$ cat src/rtl/strobe_capture_pkg.sv
package strobe_capture_pkg;

  typedef enum logic [1:0] {
    ST_AWAIT_HIGH = 2'd0,
    ST_AWAIT_LOW  = 2'd1,
    ST_DECIDE     = 2'd2
  } cap_state_e;

endpackage

$ cat src/rtl/rst_sync.sv
module rst_sync #(
  parameter int STAGES = 2
) (
  input  logic clk,
  input  logic rst_n_async,
  output logic rst_n_sync
);

  logic [STAGES-1:0] chain_q;

  always_ff @(posedge clk or negedge rst_n_async) begin
    if (!rst_n_async) chain_q <= '0;
    else              chain_q <= {chain_q[STAGES-2:0], 1'b1};
  end

  assign rst_n_sync = chain_q[STAGES-1];

endmodule

$ cat src/rtl/cdc_sync.sv
module cdc_sync #(
  parameter int WIDTH  = 8,
  parameter int STAGES = 2
) (
  input  logic             clk,
  input  logic             rst_n,
  input  logic [WIDTH-1:0] d_async,
  output logic [WIDTH-1:0] q_sync,
  output logic             primed
);

  logic [WIDTH-1:0]  stage_q [STAGES];
  logic [STAGES-1:0] fill_q;

  always_ff @(posedge clk or negedge rst_n) begin
    if (!rst_n) stage_q[0] <= '0;
    else        stage_q[0] <= d_async;
  end

  for (genvar g = 1; g < STAGES; g++) begin : g_stage
    always_ff @(posedge clk or negedge rst_n) begin
      if (!rst_n) stage_q[g] <= '0;
      else        stage_q[g] <= stage_q[g-1];
    end
  end

  // primed goes high once every stage holds a sampled input value
  always_ff @(posedge clk or negedge rst_n) begin
    if (!rst_n) fill_q <= '0;
    else        fill_q <= {fill_q[STAGES-2:0], 1'b1};
  end

  assign q_sync = stage_q[STAGES-1];
  assign primed = fill_q[STAGES-1];

  // once primed, the synchroniser stays primed until reset
  a_r8_primed_sticky: assert property (@(posedge clk) disable iff (!rst_n)
    primed |=> primed);

endmodule

$ cat src/rtl/strobe_fsm.sv
module strobe_fsm
  import strobe_capture_pkg::*;
(
  input  logic clk,
  input  logic rst_n,
  input  logic strb_sync,
  input  logic primed,
  output logic take_first,
  output logic take_second,
  output logic decide
);

  cap_state_e state_q, state_d;
  logic       armed_q, armed_d;

  always_comb begin
    state_d = state_q;
    unique case (state_q)
      ST_AWAIT_HIGH: if (armed_q && strb_sync)  state_d = ST_AWAIT_LOW;
      ST_AWAIT_LOW:  if (!strb_sync)            state_d = ST_DECIDE;
      ST_DECIDE:                                state_d = ST_AWAIT_HIGH;
      default:                                  state_d = ST_AWAIT_HIGH;
    endcase
  end

  // a strobe only counts after a genuine low has been observed
  assign armed_d = armed_q | (primed & ~strb_sync);

  always_ff @(posedge clk or negedge rst_n) begin
    if (!rst_n) begin
      state_q <= ST_AWAIT_HIGH;
      armed_q <= 1'b0;
    end else begin
      state_q <= state_d;
      armed_q <= armed_d;
    end
  end

  assign take_first  = (state_q == ST_AWAIT_HIGH) && armed_q && strb_sync;
  assign take_second = (state_q == ST_AWAIT_LOW) && !strb_sync;
  assign decide      = (state_q == ST_DECIDE);

  // the decision state lasts one cycle
  a_r4_decide_one_cycle: assert property (@(posedge clk) disable iff (!rst_n)
    (state_q == ST_DECIDE) |=> (state_q == ST_AWAIT_HIGH));

  // without a seen low, the controller does not leave its idle state
  a_r8_wait_unarmed: assert property (@(posedge clk) disable iff (!rst_n)
    (state_q == ST_AWAIT_HIGH && !armed_q) |=> (state_q == ST_AWAIT_HIGH));

  a_r4_state_legal: assert property (@(posedge clk) disable iff (!rst_n)
    state_q inside {ST_AWAIT_HIGH, ST_AWAIT_LOW, ST_DECIDE});

endmodule

$ cat src/rtl/sample_compare.sv
module sample_compare #(
  parameter int W_DATA = 7
) (
  input  logic              clk,
  input  logic              rst_n,
  input  logic [W_DATA-1:0] data_sync,
  input  logic              take_first,
  input  logic              take_second,
  input  logic              decide,
  output logic [W_DATA-1:0] word_q,
  output logic              valid_q,
  output logic              mismatch_q
);

  logic [W_DATA-1:0] first_q, second_q;
  logic              same;
  logic              load_word;

  assign same      = (first_q == second_q);
  assign load_word = decide & same;

  always_ff @(posedge clk or negedge rst_n) begin
    if (!rst_n)          first_q <= '0;
    else if (take_first) first_q <= data_sync;
  end

  always_ff @(posedge clk or negedge rst_n) begin
    if (!rst_n)           second_q <= '0;
    else if (take_second) second_q <= data_sync;
  end

  always_ff @(posedge clk or negedge rst_n) begin
    if (!rst_n)         word_q <= '0;
    else if (load_word) word_q <= first_q;
  end

  always_ff @(posedge clk or negedge rst_n) begin
    if (!rst_n) begin
      valid_q    <= 1'b0;
      mismatch_q <= 1'b0;
    end else begin
      valid_q    <= decide & same;
      mismatch_q <= decide & ~same;
    end
  end

  // valid never lasts two cycles
  a_r4_valid_single: assert property (@(posedge clk) disable iff (!rst_n)
    valid_q |=> !valid_q);

  // the two outcome flags are exclusive
  a_r4_flags_exclusive: assert property (@(posedge clk) disable iff (!rst_n)
    !(valid_q && mismatch_q));

  // the accepted word is the first sample of the pulse
  a_r5_word_is_first: assert property (@(posedge clk) disable iff (!rst_n)
    valid_q |-> (word_q == $past(first_q)));

  // a rejected pulse leaves the output word alone
  a_r6_hold_on_mismatch: assert property (@(posedge clk) disable iff (!rst_n)
    mismatch_q |-> $stable(word_q));

  // the output word moves only together with valid
  a_r7_change_needs_valid: assert property (@(posedge clk) disable iff (!rst_n)
    !$stable(word_q) |-> valid_q);

endmodule

$ cat src/rtl/strobe_capture.sv
module strobe_capture #(
  parameter int W_DATA      = 7,
  parameter int SYNC_STAGES = 2,
  parameter int RST_STAGES  = 2
) (
  input  logic              clk,
  input  logic              rst_n,
  input  logic [W_DATA:0]   bus_in,
  output logic [W_DATA-1:0] data_out,
  output logic              data_valid,
  output logic              data_mismatch
);

  localparam int W_BUS = W_DATA + 1;
  localparam int STRB  = W_DATA;

  logic             rst_n_int;
  logic [W_BUS-1:0] bus_sync;
  logic             primed;
  logic             take_first, take_second, decide;

  rst_sync #(.STAGES(RST_STAGES)) u_rst (
    .clk         (clk),
    .rst_n_async (rst_n),
    .rst_n_sync  (rst_n_int)
  );

  cdc_sync #(.WIDTH(W_BUS), .STAGES(SYNC_STAGES)) u_sync (
    .clk     (clk),
    .rst_n   (rst_n_int),
    .d_async (bus_in),
    .q_sync  (bus_sync),
    .primed  (primed)
  );

  strobe_fsm u_fsm (
    .clk         (clk),
    .rst_n       (rst_n_int),
    .strb_sync   (bus_sync[STRB]),
    .primed      (primed),
    .take_first  (take_first),
    .take_second (take_second),
    .decide      (decide)
  );

  sample_compare #(.W_DATA(W_DATA)) u_cmp (
    .clk         (clk),
    .rst_n       (rst_n_int),
    .data_sync   (bus_sync[W_DATA-1:0]),
    .take_first  (take_first),
    .take_second (take_second),
    .decide      (decide),
    .word_q      (data_out),
    .valid_q     (data_valid),
    .mismatch_q  (data_mismatch)
  );

  // reset leaves every output quiet
  a_r1_quiet_in_reset: assert property (@(posedge clk)
    !rst_n_int |-> (data_out == '0 && !data_valid && !data_mismatch));

endmodule

$ cat config.mk
export PLATFORM = sky130hd
export DESIGN_NAME = strobe_capture
export DESIGN_NICKNAME = d
export VERILOG_FILES = /design/src/rtl/strobe_capture_pkg.sv /design/src/rtl/rst_sync.sv /design/src/rtl/cdc_sync.sv /design/src/rtl/strobe_fsm.sv /design/src/rtl/sample_compare.sv /design/src/rtl/strobe_capture.sv
export SDC_FILE = /design/constraint.sdc
export NUM_CORES = 1
export LEC_CHECK = 0
export BUFFER_PORTS_ARGS = -buffer_cell sky130_fd_sc_hd__buf_2
export CAP_MARGIN = 20
export CORE_MARGIN = 10
export CORE_UTILIZATION = 45
export DETAILED_ROUTE_END_ITERATION = 8
export GPL_ROUTABILITY_DRIVEN = 0
export HOLD_SLACK_MARGIN = 0.02
export PLACE_DENSITY = 0.64
export SLEW_MARGIN = 20
export SYNTH_ARGS = -nofsm -noshare
export SYNTH_HDL_FRONTEND = slang
export SYNTH_SLANG_ARGS = --single-unit
$ cat constraint.sdc
create_clock -name clk -period 1.8 [get_ports clk]
set_input_delay 0.09 -clock clk [delete_from_list [all_inputs] [get_ports clk]]
set_output_delay 0.09 -clock clk [all_outputs]
set_load 0.01 [all_outputs]
==> results by group <==
Route
  – DR WL/cell: 14.0 um
  – DRT Pass-1 Iters: 2
  – Total wire length: 2480 um
  – DR vias: 815
  – DRC: 0
  – Via-per-instance ratio: roughly 4.6
  – First DRT Iteration DRCs: 40
  – Post-route ant nets: 0

Power
  – Net Switching: 541 uW
  – Pleak: between 0.8 and 0.9 nW
  – Pint: roughly 1.6 mW
  – Worst ir drop on vdd: roughly 0.60 mV
  – Clock power share: roughly 28%
  – Comb pwr share: about 15%
  – Sequential power share: 57.1%
  – Switching part of the total: between 20 and 30%
  – P per Cell Area: roughly 1100 mW/mm2

Worst setup path
  – Crit path cell chain: xnor2_1 > nand2_1 > nor4_4 > buf_4 > mux2_2
  – Total buffers and inverters traversed by the critical path: 1
  – Worst endpoint data arrival time: ~1.9 ns
  – R2r worst-path depth: 5
  – CP Max Fanout: 5
  – Crit. End Element: flop
  – Largest delay contributor family on the critical path: simple AND/OR/NAND/NOR gates
  – Crit Path Class: flop to flop
  – Critical Path Start Type: flop
  – CP max-delay cell: dfrtp_1
  – Crit path depth: 5
  – Critical Path RT: between 2 and 2.5 ns
  – Largest stage delay, worst path: about 0.43 ns

Synthesis
  – Post-synth top area share: between 70% and 80%
  – Synth unique cells: 16
  – Post-Synthesis Cells: 88
  – Yosys reg bits: 46
  – Yosys warnings: 0
  – Mapped Area: 0.00155 mm2
  – Sequential fraction of the synthesis area: approximately 74%
  – Avg Inst Size Synth: around 18 um2
  – Top post-synthesis cells by area: dfrtp_1, mux2_2, xnor2_1
  – Yosys top cell by area: dfrtp_1

STA
  – Max-slew violations: 0
  – RSZ-0062 raised after global routing: no
  – Tcrit/Tclk final: between 90% and 100%
  – Clk_skew: 0.0138 ns
  – Post-layout min period: 1.66 ns
  – Final Hold Viols: 0
  – Setup_tns: 0 ns
  – Setup Viol. Count Final: 0
  – Max Fclk: roughly 0.60 GHz

Placed design
  – Port Buf Inserts: 18
  – Dpl hpwl: roughly 1700 um

Global route
  – GRT Overall Usage: 9.22%
  – First-pass GRT wire length: 4300 um
  – Vias in the first global route: between 900 and 1k
  – Largest net degree at the start of global routing: 45
  – Congestion Overflow GR: 0
  – Antenna violations before repair: 0

CTS
  – H-Tree Depth: 2
  – Root Driver: clkbuf_4
  – Total CTS buffers: 5
  – CTS tree: built
  – Clock latency on the worst-skew pair: 0.36 ns
  – CTS sink cnt: 46
  – CTS resizes: 0
  – Clock-pin slew on the worst setup and hold paths: around 0.14 ns
  – Clk buf depth: 2

Finish
  – Layout cell share with drive strength beyond 1: between 40% and 50%
  – Layout area overhead: 25.3%
  – Layout Nets: 140
  – Util after Layout: between 50 and 60%
  – # fillers: between 200 and 300
  – Highest-count cells in the layout ignoring fill and taps: dfrtp_1, mux2_2, buf_2
  – Leading cell type in the layout, fill and taps excluded: dfrtp_1
  – Ant diodes: 0

Die
  – Die height: approximately 80 um
  – DIE AREA: 0.00620 mm2
  – Ports: 19
  – Core area: between 0.003 and 0.004 mm2
  – Row count: 21
  – Starting Density: a little under half
  – Width of the die: 78.7 um

Worst hold path
  – Worst min path class: flop to async pin

Job
  – Max_cap viols: 0

Outcome
  – Status: completed
## logic make-up after synthesis
logic type                share of synthesized area (%)
DFF                                                74.1
buffers and inverters                             0.242
AOI/OAI and AO/OA                                 0.484
muxes                                              15.2
and+or+nand+nor                                    5.72
other                                             0.242
xor gates and xnor gates                           3.95
## cell usage after synthesis
master and number:
a21o_1 1, conb_1 1, dfrtp_1 46, inv_1 1
mux2_2 21, nand2_1 1, nand2b_1 1, nand4_1 1
nor2_1 2, nor3_1 2, nor3b_2 1, nor4_1 1
nor4_4 1, nor4b_2 1, xnor2_1 6, xor2_1 1
## sequential cells by signal (all words and copies together) (netlist names)
register and count:
u_fsm.armed_q 1, u_rst.chain_q 2, u_cmp.valid_q 1, u_cmp.first_q 7, u_cmp.word_q 7, u_fsm.state_q 2, u_sync.q_sync 8, u_cmp.mismatch_q 1
u_sync.fill_q 2, u_sync.stage_q 8, u_cmp.second_q 7
## layer usage
metal	global-route usage (%)	share of wire [%]	up-vias
met3	5.29	5.7	4
met5	0	0	-
li1	-	-	385
met2	14.4	50	14
met1	9.53	43	412
met4	5.38	1.7	0
## worst paths after layout
path | from | to | slack, ns
setup / recovery | u_cmp.first_q[2] | u_cmp.word_q[1] | 0.14
hold / removal | u_rst.chain_q[1] | u_cmp.word_q[4] | 0.23
setup reg to reg | u_cmp.first_q[2] | u_cmp.word_q[1] | 0.14
hold reg to reg | u_rst.chain_q[1] | u_cmp.word_q[4] | 0.23
max in group asynchronous | rst_n | u_rst.chain_q[1] | 1.10
min in group clk | u_sync.stage_q[8] | u_sync.q_sync[0] | 0.36
## power groups by stage
stage	Sequential (mW)	Combinational, mW	Clock [mW]
final	1.24	0.315	0.613
after global routing	1.25	0.344	0.687
after CTS	1.24	0.316	0.638
after detailed placement	1.26	0.298	0
after global placement	1.25	0.289	0
after floorplan	1.26	0.190	0
## through the flow
stage | power, mW | std cells | worst slack (ns) | instance area, um2 | hold slack (ns)
CTS | 2.19 | 176 | 0.0347 | 1940 | 0.246
detailed placement | 1.56 | 158 | 0.0429 | 1760 | -0.123
global route | 2.29 | 177 | 0.0178 | 1950 | 0.263
floorplan | 1.45 | 89 | 0.131 | 1560 | -0.206
global placement | 1.54 | 158 | 0.0626 | 1760 | -0.125
finish | 2.16 | 177 | 0.135 | 1950 | 0.235
## repair_timing
item,CTS,global route
setup buffers,0,1
hold endpoints to repair,10,0
setup endpoints to repair,0,7
hold buffers,10,0
## area by class of cell
class                           count  area, um2  share of cell area, %
Tap cell                           46       57.6                   2.96
Sequential cell                    46       1150                   59.2
Clock buffer                        5       37.5                   1.93
Clock inverter                      3       45.0                   2.32
Multi-Input combinational cell     42        402                   20.6
Inverter                            1       3.75                  0.193
Timing Repair Buffer               34        248                   12.7
## worst register-to-register path: stages, from the launching register on
cell	delay (ns)
dfrtp_1	0.43
xnor2_1	0.18
nand2_1	0.15
nor4_4	0.29
buf_4	0.19
mux2_2	0.34
Power figures use the tool's default switching activity.
